File: config.mk
export PLATFORM = sky130hd
export DESIGN_NAME = i2c_bus_watchdog
export DESIGN_NICKNAME = d
export VERILOG_FILES = /design/src/rtl/i2c_bus_watchdog.sv
export SDC_FILE = /design/constraint.sdc
export NUM_CORES = 1
export LEC_CHECK = 0
export CAP_MARGIN = 20
export CORE_ASPECT_RATIO = 0.9
export CORE_MARGIN = 2
export CORE_UTILIZATION = 66
export DETAILED_ROUTE_END_ITERATION = 16
export GPL_TIMING_DRIVEN = 0
export PLACE_DENSITY_LB_ADDON = 0.08
export SYNTH_ARGS = -nofsm -noshare
export SYNTH_HDL_FRONTEND = slang
export SYNTH_SLANG_ARGS = --single-unit
File: constraint.sdc
create_clock -name clk -period 5.87 [get_ports clk]
set_clock_uncertainty 0.2 [all_clocks]
set_input_delay 1.174 -clock clk [delete_from_list [all_inputs] [get_ports clk]]
set_output_delay 1.174 -clock clk [all_outputs]
set_load 0.02 [all_outputs]
File: src/rtl/i2c_bus_watchdog.sv
module i2c_bus_watchdog #(
  parameter int CLK_HZ          = 50_000_000,
  parameter int LONG_OVERRIDE   = 0,
  parameter int RECOVERY_SCL_HZ = 100_000,
  parameter int PULSES          = 9
) (
  input  logic clk,
  input  logic rst_n,
  input  logic scl_in,
  input  logic sda_in,
  input  logic wd_disable,
  input  logic wd_fast,
  output logic scl_pull_low,
  output logic bus_free,
  output logic recovering,
  output logic timeout_pulse
);

  localparam int LONG_CYCLES  = (LONG_OVERRIDE != 0) ? LONG_OVERRIDE : CLK_HZ;
  localparam int SHORT_CYCLES = (CLK_HZ / 20_000 < 2) ? 2 : CLK_HZ / 20_000;
  localparam int HALF         = (CLK_HZ / (2 * RECOVERY_SCL_HZ) < 3) ? 3 : CLK_HZ / (2 * RECOVERY_SCL_HZ);
  localparam int CW           = $clog2(LONG_CYCLES + SHORT_CYCLES + 1);
  localparam int HW           = $clog2(HALF) + 1;
  localparam int PW           = $clog2(PULSES) + 1;
  localparam logic [CW-1:0] LONG_M1  = CW'(LONG_CYCLES - 1);
  localparam logic [CW-1:0] SHORT_M1 = CW'(SHORT_CYCLES - 1);

  logic [1:0]    scl_sy, sda_sy;
  logic          scl_q, sda_q;
  logic [CW-1:0] cnt;
  logic [HW-1:0] ph;
  logic [PW-1:0] pc;

  wire scl_s    = scl_sy[1];
  wire sda_s    = sda_sy[1];
  wire activity = (scl_s ^ scl_q) | (sda_s ^ sda_q);
  wire expired  = cnt >= (wd_fast ? SHORT_M1 : LONG_M1);
  wire half_end = ph == HW'(HALF - 1);

  always_ff @(posedge clk or negedge rst_n) begin
    if (!rst_n) begin
      scl_sy <= 2'b11;
      sda_sy <= 2'b11;
      scl_q  <= 1'b1;
      sda_q  <= 1'b1;
    end else begin
      scl_sy <= {scl_sy[0], scl_in};
      sda_sy <= {sda_sy[0], sda_in};
      scl_q  <= scl_s;
      sda_q  <= sda_s;
    end
  end

  always_ff @(posedge clk or negedge rst_n) begin
    if (!rst_n) begin
      cnt           <= '0;
      ph            <= '0;
      pc            <= '0;
      scl_pull_low  <= 1'b0;
      bus_free      <= 1'b0;
      recovering    <= 1'b0;
      timeout_pulse <= 1'b0;
    end else begin
      timeout_pulse <= 1'b0;
      if (wd_disable) begin
        cnt          <= '0;
        bus_free     <= 1'b0;
        recovering   <= 1'b0;
        scl_pull_low <= 1'b0;
      end else if (recovering) begin
        if (!half_end) begin
          ph <= ph + 1'b1;
        end else begin
          ph <= '0;
          if (scl_pull_low) begin
            scl_pull_low <= 1'b0;
          end else if (sda_s || pc == PW'(PULSES - 1)) begin
            recovering <= 1'b0;
            bus_free   <= sda_s;
            cnt        <= '0;
          end else begin
            scl_pull_low <= 1'b1;
            pc           <= pc + 1'b1;
          end
        end
      end else if (activity) begin
        cnt      <= '0;
        bus_free <= 1'b0;
      end else if (expired) begin
        cnt           <= '0;
        timeout_pulse <= 1'b1;
        if (sda_s) begin
          bus_free <= 1'b1;
        end else begin
          recovering   <= 1'b1;
          scl_pull_low <= 1'b1;
          ph           <= '0;
          pc           <= '0;
        end
      end else begin
        cnt <= cnt + 1'b1;
      end
    end
  end

  // Guard logic: low phases counted per recovery burst
  logic [PW:0] chk_lows;
  logic        chk_pull_q;
  always_ff @(posedge clk or negedge rst_n) begin
    if (!rst_n) begin
      chk_lows   <= '0;
      chk_pull_q <= 1'b0;
    end else begin
      chk_pull_q <= scl_pull_low;
      if (!recovering)                    chk_lows <= '0;
      else if (scl_pull_low && !chk_pull_q) chk_lows <= chk_lows + 1'b1;
    end
  end

  assert_pull_only_in_recovery_R10: assert property (@(posedge clk) disable iff (!rst_n)
    scl_pull_low |-> recovering);
  assert_disable_quiets_R8: assert property (@(posedge clk) disable iff (!rst_n)
    wd_disable |=> (!recovering && !bus_free && !timeout_pulse && !scl_pull_low));
  assert_single_timeout_R2: assert property (@(posedge clk) disable iff (!rst_n)
    timeout_pulse |=> !timeout_pulse);
  assert_start_with_timeout_R5: assert property (@(posedge clk) disable iff (!rst_n)
    $rose(recovering) |-> (timeout_pulse && scl_pull_low));
  assert_free_excludes_recovery_R6: assert property (@(posedge clk) disable iff (!rst_n)
    !(bus_free && recovering));
  assert_pulse_budget_R5: assert property (@(posedge clk) disable iff (!rst_n)
    chk_lows <= (PW+1)'(PULSES));
  assert_edge_clears_free_R4: assert property (@(posedge clk) disable iff (!rst_n)
    (activity && !recovering && !wd_disable) |=> !bus_free);

endmodule

==> flow_metrics.env, run 1 <==
export IMPL_timing_final_ws_setup_ns=1.638
export IMPL_start_util=0.6872
export IMPL_arrival_ns=4.26
export IMPL_synth_most_common_cell="dfrtp_1"
export IMPL_coreArea_um2=4461
export IMPL_critPathLaunchType="primary input"
export IMPL_clk_latency_ns=0.32
export IMPL_whs_path_depth=0
export IMPL_seq_area_um2=1259
export IMPL_r2r_slack_ns=3.05
export IMPL_crit_type="in2reg"
export IMPL_synth_distinct_cells=61
export IMPL_diodes=0
export IMPL_worstMarginPinSlew_ns=0.9246
export IMPL_ios=10
export IMPL_synthCells=310
export IMPL_multi_input_area_um2=1709
export IMPL_nFillCells=323
export IMPL_dieArea_um2=5206
export IMPL_via_count=2396
export IMPL_fin_crit_sh=0.7209
export IMPL_synthTopCellsByArea="dfrtp_1, ha_1, xor2_1"
export IMPL_fin_nets=356
export IMPL_synth_edff_count=0
export IMPL_die_w_um=75.84
export IMPL_cts_resized=0
export IMPL_synth_avg_cell_area_um2=9.889
export IMPL_outcome="finished, final reports clean"
export IMPL_ys_flop_type="dfrtp_1"
export IMPL_wire_per_inst_um=16.28
export IMPL_cts_hold_buf=0
export IMPL_antenna_found_initial=0
export IMPL_yosys_top_cells_count="dfrtp_1, nor2_1, nand2_1"
export IMPL_synth_top_area_frac=0.3592
export IMPL_cp_required_ns=5.90
export IMPL_seq_area_frac_synth=0.4106
export IMPL_cp_max_fo=16
export IMPL_vdd_drop_max_v=0.0001758
export IMPL_tns_ns=0
export IMPL_use_met3=0.04797
export IMPL_ys_async_sr_fraction=1.000
export IMPL_drive_above_1_share=0.1250
export IMPL_firstDrtPassIters=4
export IMPL_grt_first_pass_wirelength_um=10510
export IMPL_row_count=23
export IMPL_synth_top_cell_by_area="dfrtp_1"
export IMPL_min_path_type="reg2reg"
export IMPL_grt_use_met1=0.3830
export IMPL_cap_violations=0
export IMPL_leakage_uw=0.001500
export IMPL_fmax_mhz=236.3
export IMPL_grt_total_usage=0.2711
export IMPL_drv_slew=0
export IMPL_ff2ff_path_depth=7
export IMPL_cts_buffers=5
export IMPL_place_ws_ns=1.385
export IMPL_dr_first_iter_drc_count=163
export IMPL_syn2layout_area_growth_pct=8.571
export IMPL_clock_path_buffers=2
export IMPL_grt_pass1_vias=2241
export IMPL_reg2reg_to="cnt[3]"
export IMPL_synth_seq_cells=50
export IMPL_hold_path_end="scl_sy[1]"
export IMPL_dp_hpwl_um=4614
export IMPL_post_cts_buffers=0
export IMPL_cts_sinks=50
export IMPL_via_per_inst=6.144
export IMPL_cts_root_buf="clkbuf_8"
export IMPL_power_density_nw_per_um2=190.9
export IMPL_gp_congestion=0.8636
export IMPL_yosys_warnings=0
export IMPL_grt_overflow_total=0
export IMPL_grt_max_degree=32
export IMPL_fp_dieH_um=68.66
export IMPL_relSlewSlack=0.3836
export IMPL_wl_um=6349
export IMPL_syn_area_um2=3065
export IMPL_r2r_start="cnt[23]"
export IMPL_final_antenna_net_count=0
export IMPL_io_buffers=9
export IMPL_cts_tree="done"
export IMPL_use_met2=0.4192
export IMPL_busiest_layer="met2"
export IMPL_final_hold_violation_count=0
export IMPL_clk_pin_slew_ns=0.08
export IMPL_grt_setup_unrepaired="false"
export IMPL_drc=0
export IMPL_setup_viol=0
export IMPL_hold_path_startpoint="scl_sy[0]"
export IMPL_syn_num_nets=339
export IMPL_htreeDepth=2
export IMPL_cp_end_kind="flip-flop"
export IMPL_period_minus_slack_ns=4.232
[logic make-up (layout without fill, tap and decap cells)]
group	Yosys count	after routing	synth area share
muxes	3	3	0.01061
xor gates and xnor gates	22	22	0.06286
and+or+nand+nor	128	128	0.2331
AOI/OAI and AO/OA	64	64	0.1571
DFF	50	50	0.4106
adders and majority gates	23	23	0.09388
buffers and inverters	20	38	0.03183
[metrics by stage]
step | utilization | instances | hold slack (ns) | instance area, um2 | total power, uW
after floorplan | - | 310 | 0.1452 | 3065 | 410.6
after global placement | 0.7248 | 381 | 0.1461 | 3233 | 433.8
after detailed placement | 0.7282 | 382 | 0.1482 | 3248 | 438.6
after CTS | 0.7461 | 390 | 0.1603 | 3328 | 637.3
after global routing | 0.7461 | 390 | 0.1615 | 3328 | 660.4
final | 0.7461 | 390 | 0.1590 | 3328 | 635.2
[registers in the layout, summed over array words and instances, names as in the netlist]
name	flops
scl_sy	2
bus_free	1
timeout_pulse	1
scl_pull_low	1
ph	9
cnt	26
pc	5
sda_sy	2
recovering	1
scl_q	1
sda_q	1
[worst max-delay path: stages]
cell	delay, ns
clkdlybuf4s50_1	0.92
ha_1	0.39
a211o_1	0.30
a21oi_1	0.29
o211ai_1	0.25
nor3_2	0.53
a41oi_1	0.20
a31oi_1	0.20
[per-layer routing]
metal  vias up  share of wire
met5         -              0
met4         0          0.016
met1      1169           0.49
met3        10          0.034
met2        49           0.46
li1       1168              -
[area by class of cell]
class	instances	share of cell area
sequential	50	0.3782
buffer	8	0.01579
tap	62	0.02331
multi-input combinational	240	0.5135
inverter	12	0.01353
timing repair buffer	10	0.03158
clock buffer	8	0.02406
[placed cells by master, fill, tap and decap left out, types with 3 or more instances in the layout]
master | synthesis | layout
clkbuf_8 | 0 | 5
dfstp_2 | 6 | 6
nor3_1 | 4 | 4
o211ai_1 | 4 | 4
inv_1 | 12 | 12
o21ai_0 | 16 | 16
clkbuf_1 | 1 | 4
a31oi_1 | 3 | 3
nand4b_1 | 3 | 3
o31ai_1 | 5 | 5
ha_1 | 23 | 23
and3_1 | 9 | 9
nand2b_1 | 5 | 5
a21oi_1 | 11 | 11
nand4_1 | 7 | 7
nor2_1 | 31 | 31
nand2_1 | 27 | 27
clkdlybuf4s50_1 | 0 | 8
xnor2_1 | 3 | 3
and4_1 | 3 | 3
dfrtp_1 | 44 | 44
nor4_1 | 7 | 7
nand3_1 | 15 | 15
buf_2 | 3 | 4
xor2_1 | 19 | 19
or3_1 | 3 | 3
[power by group]
group          internal [uW]  switching (uW)  leakage [uW]
clock                   85.1             118     0.0000395
combinational           27.4            37.4      0.000811
sequential               356            10.8      0.000649
[worst max path at each step]
stage	slack [ns]	end	from
after CTS	1.69	cnt[3]	wd_fast
final	1.64	cnt[3]	wd_fast
after floorplan	2.64	pc[1]	wd_fast
after global routing	1.50	cnt[3]	wd_fast
after global placement	1.47	cnt[3]	wd_fast
after detailed placement	1.38	cnt[3]	wd_fast
(Power assumes the default switching activity.)
==> inputs of run 2 (changes only) <==
--- a/config.mk
+++ b/config.mk
@@ -8,7 +8,7 @@
 export CAP_MARGIN = 20
 export CORE_ASPECT_RATIO = 0.9
 export CORE_MARGIN = 2
-export CORE_UTILIZATION = 66
+export CORE_UTILIZATION = 55
 export DETAILED_ROUTE_END_ITERATION = 16
 export GPL_TIMING_DRIVEN = 0
 export PLACE_DENSITY_LB_ADDON = 0.08
==> constraint.sdc (replaced) <==
create_clock -name clk -period 3.4 [get_ports clk]
set_clock_uncertainty 0.2 [all_clocks]
set_input_delay 0.68 -clock clk [delete_from_list [all_inputs] [get_ports clk]]
set_output_delay 0.68 -clock clk [all_outputs]
set_load 0.02 [all_outputs]
==> run 2 against run 1 <==
Effect of this change:
- global-route usage fell by 5.2 points
- critical path depth did not move
- worst hold slack got worse by 0.037 ns
- final cell count rose by 1.3%
- critical path type unchanged
==> flow_metrics.env, run 2 (synthesis results as in run 1) <==
export IMPL_outcome="finished, final reports clean"
export IMPL_die_w_um=82.70
export IMPL_syn2layout_area_growth_pct=9.306
export IMPL_clk_latency_ns=0.30
export IMPL_dr_wl_met3_um=242
export IMPL_cp_required_ns=3.41
export IMPL_top_register="cnt"
export IMPL_grt_overflow_total=0
export IMPL_final_hold_violation_count=0
export IMPL_dieArea_um2=6188
export IMPL_r2r_slack_ns=0.65
export IMPL_final_common_cell="dfrtp_1"
export IMPL_endpoint="pc[2]"
export IMPL_arrival_ns=3.03
export IMPL_io_buffers=9
export IMPL_gp_congestion=0.8269
export IMPL_via_per_inst=5.846
export IMPL_clk_pin_slew_ns=0.09
export IMPL_htreeDepth=2
export IMPL_relSlewSlack=0.3458
export IMPL_wire_per_inst_um=15.66
export IMPL_grt_first_pass_wirelength_um=10270
export IMPL_cts_sinks=50
export IMPL_cap_violations=0
export IMPL_vdd_drop_max_v=0.0002166
export IMPL_fp_dieH_um=74.83
export IMPL_cp_max_fo=16
export IMPL_grt_pass1_vias=2116
export IMPL_antenna_found_initial=0
export IMPL_final_antenna_net_count=0
export IMPL_grt_total_usage=0.2186
export IMPL_fin_nets=356
export IMPL_largest_register_ffs=26
export IMPL_route_top_layer_used="met4"
export IMPL_crit_type="in2reg"
export IMPL_leakage_uw=0.001503
export IMPL_drive_above_1_share=0.1372
export IMPL_period_minus_slack_ns=3.024
export IMPL_dr_first_iter_drc_count=131
export IMPL_wl_met1_um=3211
export IMPL_cts_buffers=5
export IMPL_multi_input_area_um2=1715
export IMPL_clock_path_buffers=2
export IMPL_stdcell_count=395
export IMPL_row_count=25
export IMPL_ios=10
export IMPL_worstMarginPinSlew_ns=0.9813
export IMPL_critical_path_startpoint="wd_fast"
export IMPL_cp_end_kind="flip-flop"
export IMPL_post_cts_buffers=0
export IMPL_dpl_cell_area_um2=3254
export IMPL_cts_resized=3
export IMPL_drc=0
export IMPL_grt_max_degree=33
export IMPL_wl_um=6186
export IMPL_cts_tree="done"
export IMPL_nFillCells=464
export IMPL_timing_final_ws_setup_ns=0.3756
export IMPL_seq_area_um2=1259
export IMPL_fin_util=0.6301
export IMPL_fin_crit_sh=0.8895
export IMPL_ff2ff_path_depth=8
export IMPL_route_met2_wl_um=2680
export IMPL_p_total_uw=1112
export IMPL_final_cell_mix="dfrtp_1, nor2_1, nand2_1, ha_1, xor2_1"
export IMPL_critPathLaunchType="primary input"
export IMPL_grt_setup_unrepaired="false"
export IMPL_cts_root_buf="clkbuf_8"
export IMPL_setup_viol=0
export IMPL_drv_slew=0
export IMPL_place_ws_ns=-0.5939
export IMPL_dp_cells=387
export IMPL_diodes=0
export IMPL_reg2reg_to="cnt[13]"
export IMPL_min_path_type="in2async"
export IMPL_reg_top3="cnt x26, ph x9, pc x5"
export IMPL_coreArea_um2=5318
export IMPL_dp_hpwl_um=4575
export IMPL_cts_hold_buf=0
export IMPL_power_density_nw_per_um2=331.8
export IMPL_via_count=2309
export IMPL_firstDrtPassIters=4
export IMPL_fmax_mhz=330.6
export IMPL_r2r_start="pc[1]"
export IMPL_fin_area_um2=3351
export IMPL_start_util=0.5765
[run 2: cell count changes in the layout (fill, tap and decap cells not counted), sizes merged]
cell           delta
clkinv            +1
clkdlybuf4s50     -1
clkinvlp          +1
clkbuf            -1
[run 2: worst min path at each step]
stage	depth (start not counted)	endpoint	start
after floorplan	0	scl_sy[1]	scl_sy[0]
after global placement	0	scl_sy[1]	scl_sy[0]
after detailed placement	0	scl_sy[1]	scl_sy[0]
after CTS	1	pc[3]	rst_n
after global routing	1	pc[3]	rst_n
final	1	pc[3]	rst_n
[run 2: power breakdown]
| part | internal [uW] | leakage, uW | switching [uW] |
|---|---|---|---|
| combinational | 46.5 | 0.000807 | 64.2 |
| clock | 164 | 0.0000472 | 203 |
| sequential | 616 | 0.000649 | 18.5 |
[run 2: critical path, stage by stage]
cell and delay (ns):
clkbuf_2 0.26, ha_1 0.42, a211o_1 0.32, a21oi_1 0.29
o21ai_2 0.16, o31ai_2 0.56, nand2b_1 0.10, o31ai_1 0.23
[run 2: layout make-up]
type / count / area share
multi-input combinational: 240 / 0.5120
sequential: 50 / 0.3757
timing repair buffer: 10 / 0.02987
tap: 67 / 0.02502
clock buffer: 6 / 0.02465
buffer: 8 / 0.01568
inverter: 12 / 0.01344
clock inverter: 2 / 0.003734
[run 2: metal layers]
layer	vias up	track usage
met5	-	0
met4	0	0.05647
li1	1172	-
met1	1093	0.3328
met3	5	0.04676
met2	39	0.3181
[run 2: stage by stage]
| step | hold WS (ns) | setup TNS [ns] |
|---|---|---|
| final | 0.1216 | 0 |
| after global routing | 0.1411 | 0 |
| after CTS | 0.1279 | 0 |
| after detailed placement | 0.1538 | -17.88 |
| after global placement | 0.1466 | -18.59 |
| after floorplan | 0.1452 | 0 |
==> inputs of run 3 (changes only) <==
--- a/config.mk
+++ b/config.mk
@@ -8,10 +8,12 @@
 export CAP_MARGIN = 20
 export CORE_ASPECT_RATIO = 0.9
 export CORE_MARGIN = 2
-export CORE_UTILIZATION = 55
+export CORE_UTILIZATION = 57
 export DETAILED_ROUTE_END_ITERATION = 16
+export DONT_BUFFER_PORTS = 1
 export GPL_TIMING_DRIVEN = 0
 export PLACE_DENSITY_LB_ADDON = 0.08
+export SKIP_CTS_REPAIR_TIMING = 1
 export SYNTH_ARGS = -nofsm -noshare
 export SYNTH_HDL_FRONTEND = slang
 export SYNTH_SLANG_ARGS = --single-unit
==> run 3 against run 2 <==
Effect of this change:
- the run now ends with hold timing left
- utilization is 0.22 points higher
- clock power is 20% higher
- count of clock-buffer cells in the layout is 1 higher
- sequential share of layout area is 0.54 points higher
- highest routed layer unchanged
==> flow_metrics.env, run 3 (synthesis results as in run 1) <==
export IMPL_stdcell_count=387
export IMPL_timing_final_ws_setup_ns=0.6842
export IMPL_busiest_layer="met1"
export IMPL_via_count=2315
export IMPL_critPathLaunchType="flip-flop"
export IMPL_io_buffers=0
export IMPL_grt_use_met1=0.3528
export IMPL_min_path_type="in2async"
export IMPL_diodes=0
export IMPL_endpoint="cnt[3]"
export IMPL_clk_pin_slew_ns=0.10
export IMPL_ios=10
export IMPL_clk_latency_ns=0.31
export IMPL_r2r_slack_ns=0.68
export IMPL_cts_tree="done"
export IMPL_wl_um=6284
export IMPL_grt_pass1_vias=2174
export IMPL_vdd_drop_max_v=0.0003143
export IMPL_period_minus_slack_ns=2.716
export IMPL_dp_hpwl_um=4419
export IMPL_cp_required_ns=3.43
export IMPL_antenna_found_initial=0
export IMPL_top_register="cnt"
export IMPL_crit_type="reg2reg"
export IMPL_r2r_start="cnt[23]"
export IMPL_fin_hold_ws_ns=-0.001693
export IMPL_grt_setup_unrepaired="false"
export IMPL_failed_checks="hold timing"
export IMPL_die_w_um=81.30
export IMPL_nFillCells=430
export IMPL_fin_crit_sh=0.7988
export IMPL_cts_buffers=5
export IMPL_cpMaxStageDelayCell="nor3_2"
export IMPL_reg_top3="cnt x26, ph x9, pc x5"
export IMPL_start_util=0.5868
export IMPL_row_count=25
export IMPL_firstDrtPassIters=4
export IMPL_via_per_inst=5.982
export IMPL_use_met2=0.3406
export IMPL_worstMarginPinSlew_ns=0.8423
export IMPL_fin_nets=348
export IMPL_drive_above_1_share=0.1313
export IMPL_tns_ns=0
export IMPL_cp_max_fo=10
export IMPL_leakage_uw=0.001492
export IMPL_cpPeakStageDelay_ns=0.54
export IMPL_cap_violations=0
export IMPL_use_met3=0.04668
export IMPL_drv_slew=0
export IMPL_setup_viol=0
export IMPL_syn2layout_area_growth_pct=7.755
export IMPL_htreeDepth=2
export IMPL_gp_congestion=0.8180
export IMPL_relSlewSlack=0.4384
export IMPL_cts_sinks=50
export IMPL_coreArea_um2=5224
export IMPL_wire_per_inst_um=16.24
export IMPL_dp_cells=377
export IMPL_drc=0
export IMPL_dr_first_iter_drc_count=94
export IMPL_clock_path_buffers=2
export IMPL_final_antenna_net_count=0
export IMPL_ff2ff_path_depth=7
export IMPL_place_ws_ns=0.4375
export IMPL_fp_dieH_um=73.57
export IMPL_final_common_cell="dfrtp_1"
export IMPL_grt_total_usage=0.2329
export IMPL_final_hold_violation_count=4
export IMPL_reg2reg_to="cnt[3]"
export IMPL_cp_end_kind="flip-flop"
export IMPL_grt_max_degree=51
export IMPL_cts_root_buf="clkbuf_8"
export IMPL_fmax_mhz=368.2
export IMPL_grt_overflow_total=0
export IMPL_critical_path_startpoint="cnt[23]"
export IMPL_outcome="finished with violations"
export IMPL_arrival_ns=2.75
export IMPL_grt_first_pass_wirelength_um=10610
export IMPL_dieArea_um2=5981
export IMPL_largest_register_ffs=26
export IMPL_power_density_nw_per_um2=355.8
export IMPL_final_cell_mix="dfrtp_1, nor2_1, nand2_1, ha_1, xor2_1"
export IMPL_path_cells="ha_1, a211o_1, a21oi_1, o211ai_1, nor3_2, a41oi_1, a31oi_1"
-- run 3: area by class of cell --
type                       count  area [um2]  area share
buffer                         8       52.55     0.01591
clock buffer                   7       86.33     0.02614
clock inverter                 1       30.03    0.009091
inverter                      12       45.04     0.01364
multi-input combinational    240        1709      0.5174
sequential                    50        1259      0.3811
tap                           67       83.83     0.02538
timing repair buffer           2       37.54     0.01136
-- run 3: metal layers --
| layer | wire length, um | vias to the layer above |
|---|---|---|
| li1 | - | 1152 |
| met1 | 3375 | 1120 |
| met2 | 2652 | 34 |
| met3 | 177 | 9 |
| met4 | 78 | 0 |
| met5 | 0 | - |
-- run 3: per-stage QoR --
stage	total power, uW	instance area [um2]	hold slack [ns]	util
finish	1175	3303	-0.001693	0.6323
floorplan	709.0	3065	0.1452	-
global placement	724.9	3149	0.1462	0.6029
detailed placement	729.0	3149	0.1472	0.6029
CTS	1168	3266	-0.1562	0.6252
global route	1222	3303	0.009384	0.6323
-- run 3: how the worst min path moves through the flow --
stage	start	to	slack, ns	cells after the start
finish	rst_n	cnt[16]	-0.002	1
global route	rst_n	pc[1]	0.009	1
CTS	rst_n	pc[3]	-0.16	0
detailed placement	scl_sy[0]	scl_sy[1]	0.15	0
global placement	sda_sy[0]	sda_sy[1]	0.15	0
floorplan	scl_sy[0]	scl_sy[1]	0.15	0
-- run 3: critical path: cells and delay by family (launching register included) --
family	cells	cell delay (ns)
DFF	1	0.43
AOI/OAI and AO/OA	5	1.14
adders and majority gates	1	0.34
and+or+nand+nor	1	0.54
-- run 3: where the power goes --
part,internal (uW),switching (uW)
registers,615,22.0
logic,40.5,55.5
clock network,240,202
